<file path="config.mk">
export PLATFORM = sky130hd
export DESIGN_NAME = fdc_swreg
export DESIGN_NICKNAME = d
export VERILOG_FILES = /design/src/rtl/fdc_swreg_pkg.sv /design/src/rtl/fdc_switch_bank.sv /design/src/rtl/fdc_motor_timer.sv /design/src/rtl/fdc_read_mux.sv /design/src/rtl/fdc_swreg.sv
export SDC_FILE = /design/constraint.sdc
export NUM_CORES = 1
export LEC_CHECK = 0
export BUFFER_PORTS_ARGS = -buffer_cell sky130_fd_sc_hd__buf_4
export CAP_MARGIN = 20
export CORE_MARGIN = 2
export CORE_UTILIZATION = 55
export CTS_CLUSTER_DIAMETER = 80
export CTS_CLUSTER_SIZE = 12
export DETAILED_ROUTE_END_ITERATION = 10
export HOLD_SLACK_MARGIN = 0.12
export PLACE_DENSITY = 0.87
export SYNTH_ARGS = -nofsm -noshare
export SYNTH_HDL_FRONTEND = slang
export SYNTH_SLANG_ARGS = --single-unit
export TNS_END_PERCENT = 20
</file>
<file path="constraint.sdc">
create_clock -name clk -period 2.3 [get_ports clk]
set_input_delay 0.46 -clock clk [delete_from_list [all_inputs] [get_ports clk]]
set_output_delay 0.46 -clock clk [all_outputs]
set_load 0.01 [all_outputs]
</file>
<file path="src/rtl/fdc_swreg_pkg.sv">
package fdc_swreg_pkg;
  localparam int SW_COUNT = 8;
  localparam int SW_IDX_W = $clog2(SW_COUNT);
  localparam int ADDR_W   = SW_IDX_W + 1;
  localparam int BYTE_W   = 8;
  localparam int DRIVES   = 2;
  localparam int CELL_W   = 6;
  localparam int CTRL_W   = 5;

  typedef enum logic [SW_IDX_W-1:0] {
    SW_PH0    = 3'd0,
    SW_PH1    = 3'd1,
    SW_PH2    = 3'd2,
    SW_STROBE = 3'd3,
    SW_MOTOR  = 3'd4,
    SW_UNIT   = 3'd5,
    SW_RSEL_A = 3'd6,
    SW_RSEL_B = 3'd7
  } sw_idx_e;

  typedef enum logic [1:0] {
    RD_DATA   = 2'b00,
    RD_STATUS = 2'b01,
    RD_HSHAKE = 2'b10,
    RD_NONE   = 2'b11
  } rd_sel_e;

  localparam logic [CELL_W-1:0] CELL_SLOW_LO = 6'd28;
  localparam logic [CELL_W-1:0] CELL_FAST_LO = 6'd14;
  localparam logic [CELL_W-1:0] CELL_SLOW_HI = 6'd32;
  localparam logic [CELL_W-1:0] CELL_FAST_HI = 6'd16;
endpackage

</file>
<file path="src/rtl/fdc_switch_bank.sv">
module fdc_switch_bank
  import fdc_swreg_pkg::*;
(
  input  logic                clk,
  input  logic                rst_n,
  input  logic                acc_valid,
  input  logic [ADDR_W-1:0]   acc_addr,
  output logic [SW_COUNT-1:0] sw_q,
  output logic [SW_COUNT-1:0] sw_next
);
  logic [SW_IDX_W-1:0] idx;
  assign idx = acc_addr[ADDR_W-1:1];

  for (genvar g = 0; g < SW_COUNT; g++) begin : g_sw
    assign sw_next[g] = (acc_valid && (idx == SW_IDX_W'(g))) ? acc_addr[0] : sw_q[g];
  end

  always_ff @(posedge clk or negedge rst_n) begin
    if (!rst_n) begin
      sw_q <= '0;
    end else if (acc_valid) begin
      sw_q <= sw_next;
    end
  end
endmodule

</file>
<file path="src/rtl/fdc_motor_timer.sv">
module fdc_motor_timer #(
  parameter int DELAY_CYCLES = 8000000
) (
  input  logic clk,
  input  logic rst_n,
  input  logic en_now,
  input  logic en_next,
  input  logic quick_off,
  output logic running
);
  localparam int CW = $clog2(DELAY_CYCLES + 1);
  localparam logic [CW-1:0] LOAD = CW'(DELAY_CYCLES);

  logic [CW-1:0] cnt_q, cnt_d;
  logic          cnt_en;

  always_comb begin
    cnt_d = cnt_q;
    if (en_now && !en_next) begin
      cnt_d = quick_off ? '0 : LOAD;
    end else if (en_next) begin
      cnt_d = '0;
    end else if (cnt_q != '0) begin
      cnt_d = cnt_q - 1'b1;
    end
  end

  assign cnt_en = (cnt_d != cnt_q);

  always_ff @(posedge clk or negedge rst_n) begin
    if (!rst_n) begin
      cnt_q <= '0;
    end else if (cnt_en) begin
      cnt_q <= cnt_d;
    end
  end

  assign running = (cnt_q != '0);
endmodule

</file>
<file path="src/rtl/fdc_read_mux.sv">
module fdc_read_mux
  import fdc_swreg_pkg::*;
(
  input  logic              odd,
  input  logic [1:0]        sel,
  input  logic [BYTE_W-1:0] data_byte,
  input  logic [BYTE_W-1:0] mode_byte,
  input  logic              motor_sw,
  input  logic              sense,
  input  logic              hs_ready,
  input  logic              hs_ok,
  output logic [BYTE_W-1:0] rd_byte
);
  always_comb begin
    rd_byte = '1;
    if (!odd) begin
      unique case (rd_sel_e'(sel))
        RD_DATA:   rd_byte = data_byte;
        RD_STATUS: rd_byte = {sense, 1'b0, motor_sw, mode_byte[4:0]};
        RD_HSHAKE: rd_byte = {hs_ready, hs_ok, 6'h3F};
        default:   rd_byte = '1;
      endcase
    end
  end
endmodule

</file>
<file path="src/rtl/fdc_swreg.sv">
module fdc_swreg
  import fdc_swreg_pkg::*;
#(
  parameter int CLK_HZ = 8000000
) (
  input  logic              clk,
  input  logic              rst_n,
  input  logic              acc_valid,
  input  logic              acc_write,
  input  logic [3:0]        acc_addr,
  input  logic [7:0]        acc_wdata,
  output logic              rd_valid,
  output logic [7:0]        rd_data,
  input  logic              rx_valid,
  input  logic [7:0]        rx_byte,
  input  logic              eng_start,
  input  logic              eng_taken,
  input  logic              eng_underrun,
  input  logic              sense_in,
  input  logic              sel_in,
  output logic              rsel_a,
  output logic              rsel_b,
  output logic [7:0]        next_byte,
  output logic [5:0]        bit_cell_len,
  output logic [1:0]        drv_enable,
  output logic [4:0]        drv_ctrl
);
  localparam int HOLD_CYCLES = CLK_HZ;

  logic [SW_COUNT-1:0] sw_q, sw_next;
  logic                hold_run, motor_on;
  logic [BYTE_W-1:0]   mode_q, mode_d;
  logic [BYTE_W-1:0]   data_q, data_d;
  logic [BYTE_W-1:0]   next_q, next_d;
  logic                rdy_q, rdy_d, ok_q, ok_d;
  logic [BYTE_W-1:0]   rd_q, rd_d, mux_byte;
  logic                rdv_q, rdv_d;
  logic                rd_acc, wr_both, wr_mode, wr_next;

  fdc_switch_bank u_bank (
    .clk       (clk),
    .rst_n     (rst_n),
    .acc_valid (acc_valid),
    .acc_addr  (acc_addr),
    .sw_q      (sw_q),
    .sw_next   (sw_next)
  );

  fdc_motor_timer #(.DELAY_CYCLES(HOLD_CYCLES)) u_timer (
    .clk       (clk),
    .rst_n     (rst_n),
    .en_now    (sw_q[SW_MOTOR]),
    .en_next   (sw_next[SW_MOTOR]),
    .quick_off (mode_q[2]),
    .running   (hold_run)
  );

  fdc_read_mux u_mux (
    .odd       (acc_addr[0]),
    .sel       ({sw_next[SW_RSEL_B], sw_next[SW_RSEL_A]}),
    .data_byte (data_q),
    .mode_byte (mode_q),
    .motor_sw  (sw_next[SW_MOTOR]),
    .sense     (sense_in),
    .hs_ready  (rdy_q),
    .hs_ok     (ok_q),
    .rd_byte   (mux_byte)
  );

  assign rd_acc  = acc_valid && !acc_write;
  assign wr_both = acc_valid && acc_write && sw_next[SW_RSEL_A] && sw_next[SW_RSEL_B];
  assign wr_mode = wr_both && !sw_next[SW_MOTOR];
  assign wr_next = wr_both && sw_next[SW_MOTOR];

  always_comb begin
    mode_d = wr_mode ? acc_wdata : mode_q;
    next_d = wr_next ? acc_wdata : next_q;

    data_d = data_q;
    if (rd_acc && !acc_addr[0] && !sw_next[SW_RSEL_A] && !sw_next[SW_RSEL_B] && data_q[7]) begin
      data_d = '0;
    end
    if (rx_valid) begin
      data_d = rx_byte;
    end

    rdy_d = rdy_q;
    ok_d  = ok_q;
    if (eng_start) begin
      rdy_d = 1'b1;
      ok_d  = 1'b1;
    end
    if (eng_taken) begin
      rdy_d = 1'b1;
    end
    if (eng_underrun) begin
      rdy_d = 1'b1;
      ok_d  = 1'b0;
    end
    if (wr_next) begin
      rdy_d = 1'b0;
    end

    rd_d  = rd_acc ? mux_byte : rd_q;
    rdv_d = rd_acc;
  end

  always_ff @(posedge clk or negedge rst_n) begin
    if (!rst_n) begin
      mode_q <= '0;
      next_q <= '0;
      data_q <= '0;
      rdy_q  <= 1'b1;
      ok_q   <= 1'b1;
      rd_q   <= '0;
      rdv_q  <= 1'b0;
    end else begin
      if (wr_mode) mode_q <= mode_d;
      if (wr_next) next_q <= next_d;
      data_q <= data_d;
      rdy_q  <= rdy_d;
      ok_q   <= ok_d;
      if (rd_acc) rd_q <= rd_d;
      rdv_q  <= rdv_d;
    end
  end

  always_comb begin
    unique case (mode_q[4:3])
      2'b00:   bit_cell_len = CELL_SLOW_LO;
      2'b01:   bit_cell_len = CELL_FAST_LO;
      2'b10:   bit_cell_len = CELL_SLOW_HI;
      default: bit_cell_len = CELL_FAST_HI;
    endcase
  end

  assign motor_on = sw_q[SW_MOTOR] || hold_run;

  for (genvar d = 0; d < DRIVES; d++) begin : g_drv
    assign drv_enable[d] = motor_on && (sw_q[SW_UNIT] == d[0]);
  end

  assign drv_ctrl  = {sel_in, sw_q[SW_STROBE], sw_q[SW_PH2], sw_q[SW_PH1], sw_q[SW_PH0]};
  assign rsel_a    = sw_q[SW_RSEL_A];
  assign rsel_b    = sw_q[SW_RSEL_B];
  assign next_byte = next_q;
  assign rd_data   = rd_q;
  assign rd_valid  = rdv_q;
endmodule

</file>
==> results of run 1 <==
-- Yosys cell counts (4+ instances only) --
cell type / n / area share [%]
o22ai_1: 7 / 1.4
nand2_1: 7 / 0.84
o21ai_0: 7 / 1.1
a21oi_1: 4 / 0.64
buf_4: 7 / 1.7
ha_1: 7 / 2.8
nor4_1: 4 / 0.80
xor2_1: 6 / 1.7
nor2_1: 51 / 6.2
inv_1: 7 / 0.84
mux2_2: 20 / 7.2
clkbuf_1: 5 / 0.60
dfrtp_1: 61 / 49
xnor2_1: 14 / 3.9
nor3_1: 8 / 1.3
mux2i_1: 9 / 2.9
-- path summary, 6_finish.rpt --
check	endpoint	depth (start not counted)
worst min-delay path	u_timer.cnt_q[2]	1
min in group clk	ok_q	2
max in group asynchronous	rd_data[2]	1
worst max register to register	u_timer.cnt_q[17]	7
worst max-delay path	drv_enable[1]	8
worst min register to register	ok_q	2
-- what timing repair did --
item / 4_1_cts / 5_1_grt
setup endpoints to repair: 2 / 2
gates resized for setup: 5 / 5
pin swaps: 3 / 2
hold endpoints to repair: 0 / 0
setup buffers: 4 / 3
-- area by class of cell --
| class | count | share of cell area (%) |
|---|---|---|
| repair buffers | 74 | 14.24 |
| multi-input cells | 192 | 36.71 |
| clock buffers | 12 | 3.719 |
| inverters | 8 | 0.7695 |
| clock inverters | 4 | 1.795 |
| well taps | 72 | 2.308 |
| flip-flops and latches | 63 | 40.46 |
-- placed cells by master (no fill, tap or decap), types with 5 or more instances in the layout --
cell type  netlist  layout
ha_1             7       7
buf_4            7      74
nand2_1          7       7
mux2_2          20      20
xor2_1           6       6
mux2i_1          9       9
xnor2_1         14      14
nor3_1           8       8
inv_1            7       5
o21ai_0          7       7
nor2_1          51      50
o22ai_1          7       7
clkbuf_8         0      10
dfrtp_1         61      61
-- cell families (layout without fill, tap and decap cells) --
kind of cell | count (synthesis) | in the layout
and+or+nand+nor | 106 | 106
DFF | 63 | 63
AOI/OAI and AO/OA | 29 | 29
muxes | 29 | 29
buffers and inverters | 25 | 98
xor gates and xnor gates | 20 | 20
adders and majority gates | 7 | 7
other | 1 | 1
-- metrics by stage --
step                hold WS (ns)  instance area (sq um)  util (%)
floorplan                 0.1644                   3110         -
global placement          0.4737                   3588     65.57
detailed placement        0.4742                   3588     65.57
CTS                       0.2263                   3857     70.48
global route              0.2485                   3902     71.31
finish                    0.2001                   3902     71.31
-- where the power goes --
part           switching [mW]  internal [mW]
clock                   0.420          0.638
sequential              0.351           1.47
combinational            1.22           1.27
total                    1.99           3.38
-- sequential cells by signal (all words and copies together), names as in the netlist --
| name | count |
|---|---|
| next_byte | 8 |
| mode_q | 5 |
| u_timer.cnt_q | 23 |
| rd_data | 8 |
| rd_valid | 1 |
| ok_q | 1 |
| rdy_q | 1 |
| u_bank.sw_q | 8 |
| data_q | 8 |
-- routing by layer --
metal,vias to the layer above,GRT usage (%),part of all wire (%)
li1,1099,-,-
met1,1132,28.57,42
met3,7,6.136,5.7
met2,76,39.24,51
met4,0,7.069,0.84
met5,-,0,0
==> summary.md, run 1 <==
| Metric | Value |
|---|---|
| Slowest CP cell | `dfrtp_1` |
| Crit share post-route | `99.44%` |
| H-tree depth | `3` |
| Fillers | `about 380` |
| Drc violations | `0` |
| Multi-input gate area in the final layout | `~1400 sq um` |
| Via density | `approximately 5.4` |
| Max Slew Vio Count | `0` |
| Post-Synthesis Net Count | `approximately 320` |
| Critical path cell sequence | `inv_2, ha_1, nor4b_4, nand4_1, or2_4, nor2_4, nor2b_1, buf_4` |
| Worst Hold Class | `in -> async` |
| PortBufs | `58` |
| Netlist cell types | `51` |
| Seq/Total Area, Yosys | `50.76%` |
| Final #Nets | `385` |
| Cells after DPL | `about 400` |
| CP Class | `reg -> out` |
| Die Ht | `between 70 and 80 um` |
| Post-Synthesis Cells | `between 200 and 300` |
| Worst setup path start | `u_timer.cnt_q[1]` |
| Clk sink count | `63` |
| Syn-to-layout area delta | `25.46%` |
| Top_reg_cell synth | `dfrtp_1` |
| Setup ws final | `between 0.01 and 0.015 ns` |
| Clock skew | `0.01375 ns` |
| Non-Filler Instances | `425` |
| Power Total | `around 5.4 mW` |
| Setup crit end kind | `output port` |
| Crit path max-delay family | `simple AND/OR/NAND/NOR gates` |
| Pwr dens | `~1400 nW/um^2` |
| Crit-path max cell delay | `approximately 0.42 ns` |
| Row Count | `27` |
| Tmin final | `2.287 ns` |
| Grt total ovfl | `0` |
| Crit path DAT | `roughly 1.8 ns` |
| TritonCTS clock tree | `done` |
| Total GRT Usage | `between 20 and 25%` |
| MaxCap Viol Count | `0` |
| Crit start category | `flop` |
| Main combinational cell family by area after synthesis | `simple AND/OR/NAND/NOR gates` |
| DPL Wire Length | `around 4500 um` |
| Pre-CTS WS | `0.1272 ns` |
| Clock latency on the worst-skew pair | `0.33 ns` |
| DR vias | `2314` |
| CTS buffer count | `9` |
| Setup TNS | `0 ns` |
| Post-synthesis cell area | `just over 3000 sq um` |
| Vias in the first global route | `between 2000 and 2500` |
| Layout cells sized above 1 | `between 30% and 40%` |
| I/O pin total | `62` |
| N_diodes | `0` |
| Initial Utilization | `a little under three fifths` |
| Final Wtd Congestion | `approximately 0.82` |
| Compound-Gate Fraction of Synth Area | `5.712%` |
| Clock Pin Slew Worst Setup and Hold Paths | `0.07 ns` |
| Synthesized area per cell | `between 10 and 15 sq um` |
| Maximum VDD drop | `0.8229 mV` |
| RSZ-0062 raised after global routing | `true` |
| WL/cell | `15.65 um` |
| Core box area | `around 5500 sq um` |
| Warnings from Yosys | `0` |
| Highest clock rate | `437.2 MHz` |
| Synth Area in Adders | `2.816%` |
| Lkg Pwr | `~1.8 nW` |
| Routed WL | `between 6000 and 7000 um` |
| Simple-gate share of the synthesized area | `20.15%` |
| Max_slew headroom | `between 40% and 50%` |
| First-pass GRT wire length | `between 10000 and 15000 um` |
| R2r setup slk | `roughly 0.090 ns` |
| Pin count of the biggest net entering global routing | `64` |
| Longest Clk Path Bufs | `2` |
| Setup violators final | `0` |
| Worst reg2reg path startpoint | `u_timer.cnt_q[0]` |
| Number of synthesized flops with an enable pin | `0` |
| Post-route ant nets | `0` |
| Post-Synth XOR/XNOR Area | `5.632%` |
| Die Width | `79.20 um` |
| Die Footprint | `approximately 6300 sq um` |
| Post-CTS Hold Buffers | `0` |
| Outcome | `finished clean` |
| Initial antenna violation count | `0` |
| Final hold vios | `0` |
| Register Area | `approximately 1600 sq um` |
| Number of DRC markers in iteration 0 | `slightly below 100` |
| Post-synthesis async set-or-reset flop share | `100.0%` |
| First-pass DRT Iterations | `4` |
| Clk Tree Root Cell | `clkbuf_8` |
| Worst-margin pin slew | `0.7691 ns` |
| Mux contribution to synthesized area | `10.14%` |
| Yosys reg bits | `63` |
| Buf/Inv on CP | `2` |
| Crit path required time | `1.84 ns` |
| Critical path peak fanout | `2` |
Power figures use the tool's default switching activity.
==> run 2, diff against run 1 <==
BUFFER_PORTS_ARGS = not set   (was -buffer_cell sky130_fd_sc_hd__buf_4)
DONT_BUFFER_PORTS = 1   (was not set)
PLACE_DENSITY = 0.77   (was 0.87)
REMOVE_ABC_BUFFERS = 1   (was not set)
==> run 2 against run 1 <==
The run now ends with negative setup slack left. Combinational power fell by 22%. Clock skew fell by 0.0047 ns. Hold slack got worse by 0.065 ns. Die area unchanged. Maximum frequency shrank 3.0%. Worst setup slack worse by 0.071 ns. Sequential share of layout area rose by 6.0 points. Design area is 13% lower. Largest cell class unchanged. Largest power group unchanged.
==> summary.md, run 2 (synthesis gave the netlist of run 1 again) <==
| Metric | Value |
|---|---|
| Outcome | `finished with violations` |
| Failing checks | `negative setup slack` |
| Pwr dens | `1392 nW/um^2 (+1.2%)` |
| Clk sink count | `63 (unchanged)` |
| Sequential Power Share | `40.5% (+6.6 points)` |
| Most frequent cells in the layout | `dfrtp_1, nor2_1, mux2_2` |
| I/O pin total | `62 (unchanged)` |
| Critical path cell sequence | `inv_2, ha_1, nor4b_4, nand4_1, or2_4, nor2_4, nor2b_1` |
| Final #Nets | `321 (-17%)` |
| Crit-path max cell delay | `0.42 ns (about the same)` |
| Met1 Wirelength | `2485 um (-11%)` |
| Tmin final | `2.359 ns (+0.07136 ns)` |
| Cell internal pwr | `2.842 mW (-16%)` |
| MaxCap Viol Count | `0 (unchanged)` |
| Die Footprint | `6273 sq um (unchanged)` |
| Initial antenna violation count | `0 (unchanged)` |
| Setup ws final | `-0.05857 ns (-0.07136 ns)` |
| Biggest register | `u_timer.cnt_q` |
| WHS | `0.1354 ns (-0.06476 ns)` |
| Commonest non-fill, non-tap cell in the layout | `dfrtp_1` |
| Routed WL | `5905 um (-11%)` |
| R2r setup slk | `0.20 ns (+0.11 ns)` |
| TritonCTS clock tree | `done` |
| H-tree depth | `3 (unchanged)` |
| Drc violations | `0 (unchanged)` |
| N_diodes | `0 (unchanged)` |
| Highest clock rate | `424.0 MHz (-3.0%)` |
| Vias in the first global route | `2087 (-14%)` |
| Comb pwr share | `41.0% (-5.4 points)` |
| WL/cell | `16.36 um (+4.5%)` |
| Clock latency on the worst-skew pair | `0.34 ns (about the same)` |
| Slowest CP cell | `dfrtp_1` |
| Setup violators final | `2 (+2)` |
| Crit start category | `flop` |
| Longest Clk Path Bufs | `2 (unchanged)` |
| DPL Wire Length | `4164 um (-7.4%)` |
| Clock power share | `18.5% (-1.2 points)` |
| Grt total ovfl | `0 (unchanged)` |
| Die Ht | `79.20 um (unchanged)` |
| Crit path required time | `1.84 ns (about the same)` |
| Met3 routed WL | `353 um (-7.1%)` |
| Sw Ratio | `40.02% (+2.9 points)` |
| CTS buffer count | `9 (unchanged)` |
| CP Class | `reg -> out` |
| Final hold vios | `0 (unchanged)` |
| Max reg flops | `23 (unchanged)` |
| Die Width | `79.20 um (unchanged)` |
| Cell Area, Placed | `3123 sq um (-13%)` |
| PortBufs | `0 (-100%)` |
| Max Slew Vio Count | `0 (unchanged)` |
| DR vias | `2005 (-13%)` |
| Clk Tree Root Cell | `clkbuf_8` |
| Initial Utilization | `56.84% (unchanged)` |
| First-pass DRT Iterations | `4 (unchanged)` |
| Post-route ant nets | `0 (unchanged)` |
| Psw | `1.896 mW (-4.9%)` |
| Critical path peak fanout | `4 (+2)` |
| Total GRT Usage | `20.87% (-2.1 points)` |
| Final Cell Area | `3402 sq um (-13%)` |
| Highest metal used | `met4` |
| RSZ-0062 raised after global routing | `true` |
| Via density | `5.554 (+2.0%)` |
| Final Wtd Congestion | `0.8590 (+4.6%)` |
| Clock skew | `0.009058 ns (-0.004692 ns)` |
| First-pass GRT wire length | `9908 um (-12%)` |
| Crit path DAT | `1.90 ns (+0.07 ns)` |
| Syn-to-layout area delta | `9.372%` |
| Core box area | `5473 sq um (unchanged)` |
| Pin count of the biggest net entering global routing | `64 (unchanged)` |
| Lkg Pwr | `1.498 nW (-18%)` |
| Worst Hold Class | `in -> reg` |
| Maximum VDD drop | `0.7337 mV (-11%)` |
| Number of DRC markers in iteration 0 | `96 (-1.0%)` |
| Layout cells sized above 1 | `24.22% (-13 points)` |
| Crit share post-route | `102.5% (+3.1 points)` |
| Routed length on met2 | `2946 um (-14%)` |
| Setup crit end kind | `output port` |
| Row Count | `27 (unchanged)` |
| Clock Pin Slew Worst Setup and Hold Paths | `0.08 ns (about the same)` |
==> run 2: cell types whose count changed in the layout (fill, tap and decap cells not counted), sizes merged <==
| cell | before | now |
|---|---|---|
| bufinv | 2 | 0 |
| inv | 7 | 9 |
| clkinv | 3 | 4 |
| clkbuf | 12 | 10 |
| buf | 74 | 9 |
| clkinvlp | 0 | 1 |
| dlygate4sd3 | 0 | 1 |
==> run 2: per-layer routing <==
metal	up-vias	global-route usage, %
met5	-	0
met3	12	6.818
met2	48	32.97
met1	972	25.85
li1	973	-
met4	0	10.17
==> run 2: path summary, 6_finish.rpt <==
kind,start,end,cells after the start
worst max-delay path,u_timer.cnt_q[0],drv_enable[1],7
worst min-delay path,eng_underrun,ok_q,1
worst max register to register,u_timer.cnt_q[0],u_timer.cnt_q[18],7
worst min register to register,ok_q,ok_q,2
max in group asynchronous,rst_n,rdy_q,2
min in group asynchronous,rst_n,u_timer.cnt_q[7],2
==> run 2: stage by stage <==
step           cells  power [mW]  utilization (%)  setup TNS [ns]  setup WS [ns]
2_1_floorplan    263       3.295                -               0         0.1235
3_3_place_gp     340       3.655            57.06               0         0.2196
3_5_place_dp     340       3.725            57.06               0         0.1528
4_1_cts          358       4.687            61.50               0        0.01812
5_1_grt          361       5.103            62.16         -0.2682        -0.1301
6_report         361       4.737            62.16         -0.1129       -0.05857
==> run 2: repair_timing <==
action	CTS	global route
endpoints found under the setup margin	2	3
resized for setup	5	4
buffers inserted	0	3
hold buffers	2	0
pin swaps	1	2
hold endpoints to repair	63	0
==> run 2: critical path, delay by kind of cell, from the launching register on <==
kind	cells	cell delay [ns]
buffers and inverters	1	0.08
and+or+nand+nor	5	0.89
DFF	1	0.42
adders and majority gates	1	0.19
==> run 2: area by class of cell <==
class	instances	area, sq um
fillers	441	2071
clock buffers	10	137.6
multi-input cells	192	1424
clock inverters	6	43.79
flip-flops and latches	63	1579
repair buffers	10	97.59
well taps	72	90.09
inverters	8	30.03
==> run 2: power groups by stage <==
stage / combinational (mW) / clock (mW) / sequential [mW]
global placement: 1.77 / 0 / 1.89
detailed placement: 1.81 / 0 / 1.91
global route: 2.18 / 0.957 / 1.97
CTS: 1.89 / 0.896 / 1.90
finish: 1.94 / 0.877 / 1.92
floorplan: 1.48 / 0 / 1.82
==> run 3, diff against run 2 <==
CORE_UTILIZATION = 40   (was 55)
PLACE_DENSITY = 0.61   (was 0.77)
==> run 3 against run 2 <==
The flow now finishes without violations. Critical path depth stayed put. Cell count up 11%. Worst setup slack better by 0.088 ns.
==> summary.md, run 3 (synthesis gave the netlist of run 1 again) <==
| Metric | Value |
|---|---|
| Clock power share | `19.4% (+0.9 points)` |
| Setup crit end kind | `output port` |
| DPL Wire Length | `4226 um (+1.5%)` |
| Final hold vios | `0 (unchanged)` |
| Post-route ant nets | `0 (unchanged)` |
| Min-Delay Path Depth | `1 (unchanged)` |
| Cell internal pwr | `2.997 mW (+5.5%)` |
| Worst-margin pin slew | `between 0.9 and 1 ns` |
| Total GRT Usage | `15.72% (-5.1 points)` |
| Most frequent cells in the layout | `dfrtp_1, nor2_1, mux2_2` |
| Syn-to-layout area delta | `13.60%` |
| Pre-CTS WS | `-0.05603 ns (-0.2089 ns)` |
| CTS buffer count | `9 (unchanged)` |
| Sw Ratio | `39.10% (-0.91 points)` |
| Worst Hold Class | `in -> reg` |
| Comb pwr share | `42.2% (+1.2 points)` |
| Final Wtd Congestion | `0.7444 (-13%)` |
| Crit path required time | `1.84 ns (about the same)` |
| Fillers | `716 (+62%)` |
| Clk Tree Root Cell | `clkbuf_8` |
| Max_slew headroom | `between 30% and 40%` |
| Grt total ovfl | `0 (unchanged)` |
| I/O pin total | `62 (unchanged)` |
| Cells after DPL | `375 (+10%)` |
| Sequential Power Share | `38.4% (-2.1 points)` |
| Setup ws final | `0.02961 ns (+0.08818 ns)` |
| RSZ-0062 raised after global routing | `true` |
| Clk sink count | `63 (unchanged)` |
| Pwr dens | `1393 nW/um^2 (about the same)` |
| Reg2reg path depth | `7 (unchanged)` |
| Row Count | `32 (+19%)` |
| First-pass DRT Iterations | `4 (unchanged)` |
| Critical path peak fanout | `3 (-1)` |
| Drc violations | `0 (unchanged)` |
| MaxCap Viol Count | `0 (unchanged)` |
| Maximum VDD drop | `0.5739 mV (-22%)` |
| Clock Pin Slew Worst Setup and Hold Paths | `0.08 ns (about the same)` |
| Biggest register | `u_timer.cnt_q` |
| Highest clock rate | `440.5 MHz (+3.9%)` |
| Die Ht | `92.18 um (+16%)` |
| WL/cell | `15.81 um (-3.4%)` |
| DR vias | `2075 (+3.5%)` |
| R2r setup slk | `0.15 ns (-0.05 ns)` |
| Vias in the first global route | `2097 (+0.48%)` |
| Max reg flops | `23 (unchanged)` |
| Cell Area, Placed | `3198 sq um (+2.4%)` |
| Max Slew Vio Count | `0 (unchanged)` |
| Longest Clk Path Bufs | `2 (unchanged)` |
| Final Cell Area | `3533 sq um (+3.9%)` |
| Die Footprint | `8497 sq um (+35%)` |
| Clock skew | `0.01427 ns (+0.005216 ns)` |
| Worst Hold Path EP | `ok_q` |
| Clock latency on the worst-skew pair | `0.34 ns (about the same)` |
| Commonest non-fill, non-tap cell in the layout | `dfrtp_1` |
| Psw | `1.925 mW (+1.5%)` |
| Outcome | `finished clean` |
| Tmin final | `2.270 ns (-0.08818 ns)` |
| Final #Nets | `331 (+3.1%)` |
| Initial antenna violation count | `0 (unchanged)` |
| Reg-to-Reg End | `u_timer.cnt_q[21]` |
| Setup violators final | `0 (-2)` |
| Crit share post-route | `98.71% (-3.8 points)` |
| H-tree depth | `3 (unchanged)` |
| Pin count of the biggest net entering global routing | `64 (unchanged)` |
| Crit start category | `flop` |
| Core box area | `7647 sq um (+40%)` |
| N_diodes | `0 (unchanged)` |
| Die Width | `92.18 um (+16%)` |
| CP Class | `reg -> out` |
| Layout cells sized above 1 | `27.09% (+2.9 points)` |
| Power Total | `4.922 mW (+3.9%)` |
| Routed WL | `6339 um (+7.3%)` |
| First-pass GRT wire length | `10530 um (+6.3%)` |
| WHS | `0.1326 ns (-0.002764 ns)` |
| Via density | `5.175 (-6.8%)` |
| TritonCTS clock tree | `done` |
| Non-Filler Instances | `401 (+11%)` |
| Worst reg2reg path startpoint | `u_timer.cnt_q[0]` |
| Crit path DAT | `1.81 ns (-0.09 ns)` |
| Min-delay src | `eng_underrun` |
| PortBufs | `0 (unchanged)` |
| Lkg Pwr | `1.551 nW (+3.5%)` |
| Number of DRC markers in iteration 0 | `86 (-10%)` |
| Initial Utilization | `40.67% (-16 points)` |
-- run 3: cell types whose count changed in the layout (fill, tap and decap cells not counted), sizes merged --
cell / change
buf: +10
clkinv: +2
inv: -2
bufinv: +1
clkbuf: -1
-- run 3: layout make-up --
type | count | area (sq um) | area share, %
Clock buffer | 9 | 123.9 | 3.506
Clock inverter | 7 | 73.82 | 2.089
Inverter | 8 | 30.03 | 0.8499
Multi-Input combinational cell | 192 | 1426 | 40.37
Sequential cell | 63 | 1579 | 44.69
Tap cell | 102 | 127.6 | 3.612
Timing Repair Buffer | 20 | 172.7 | 4.887
-- run 3: worst max-delay path, stage by stage (launching register included) --
cell	delay (ns)
dfrtp_1	0.40
inv_2	0.07
ha_2	0.17
nor4b_4	0.20
nand4_1	0.16
or2_4	0.31
nor2_4	0.09
nor2b_1	0.08
-- run 3: metrics by stage --
step | util [%] | TNS, ns
after floorplan | - | 0
after global placement | 41.82 | 0
after detailed placement | 41.82 | -0.4381
after CTS | 45.40 | 0
after global routing | 46.20 | -0.2110
final | 46.20 | 0
-- run 3: power by group through the flow --
stage                     sequential, mW  combinational (mW)  clock, mW
after floorplan                     1.82                1.48          0
after global placement              1.88                1.84          0
after detailed placement            1.89                1.87          0
after CTS                           1.88                1.99      0.975
after global routing                1.94                2.31       1.03
final                               1.89                2.08      0.956
-- run 3: worst max-delay path by stage --
stage | from | endpoint | slack (ns) | cells after the start
2_1_floorplan | u_timer.cnt_q[7] | drv_enable[1] | 0.12 | 5
3_3_place_gp | acc_addr[1] | next_byte[7] | 0.01 | 5
3_5_place_dp | acc_addr[1] | next_byte[2] | -0.06 | 5
4_1_cts | u_timer.cnt_q[1] | drv_enable[1] | 0.04 | 7
5_1_grt | u_timer.cnt_q[0] | drv_enable[1] | -0.11 | 7
6_report | u_timer.cnt_q[0] | drv_enable[1] | 0.03 | 7
-- run 3: per-layer routing --
metal	GRT usage, %	up-vias	wire [um]
li1	-	994	-
met1	20.01	1025	2830
met2	25.31	51	3076
met3	4.930	5	374
met4	5.597	0	58
met5	0	-	0
-- run 3: what timing repair did --
action                     in CTS  in global routing
hold buffers                    2                  0
setup buffers                   2                  6
hold endpoints to repair       63                  0
setup endpoints to repair       2                  2
pin swaps                       1                  2
gates resized for setup         5                  5
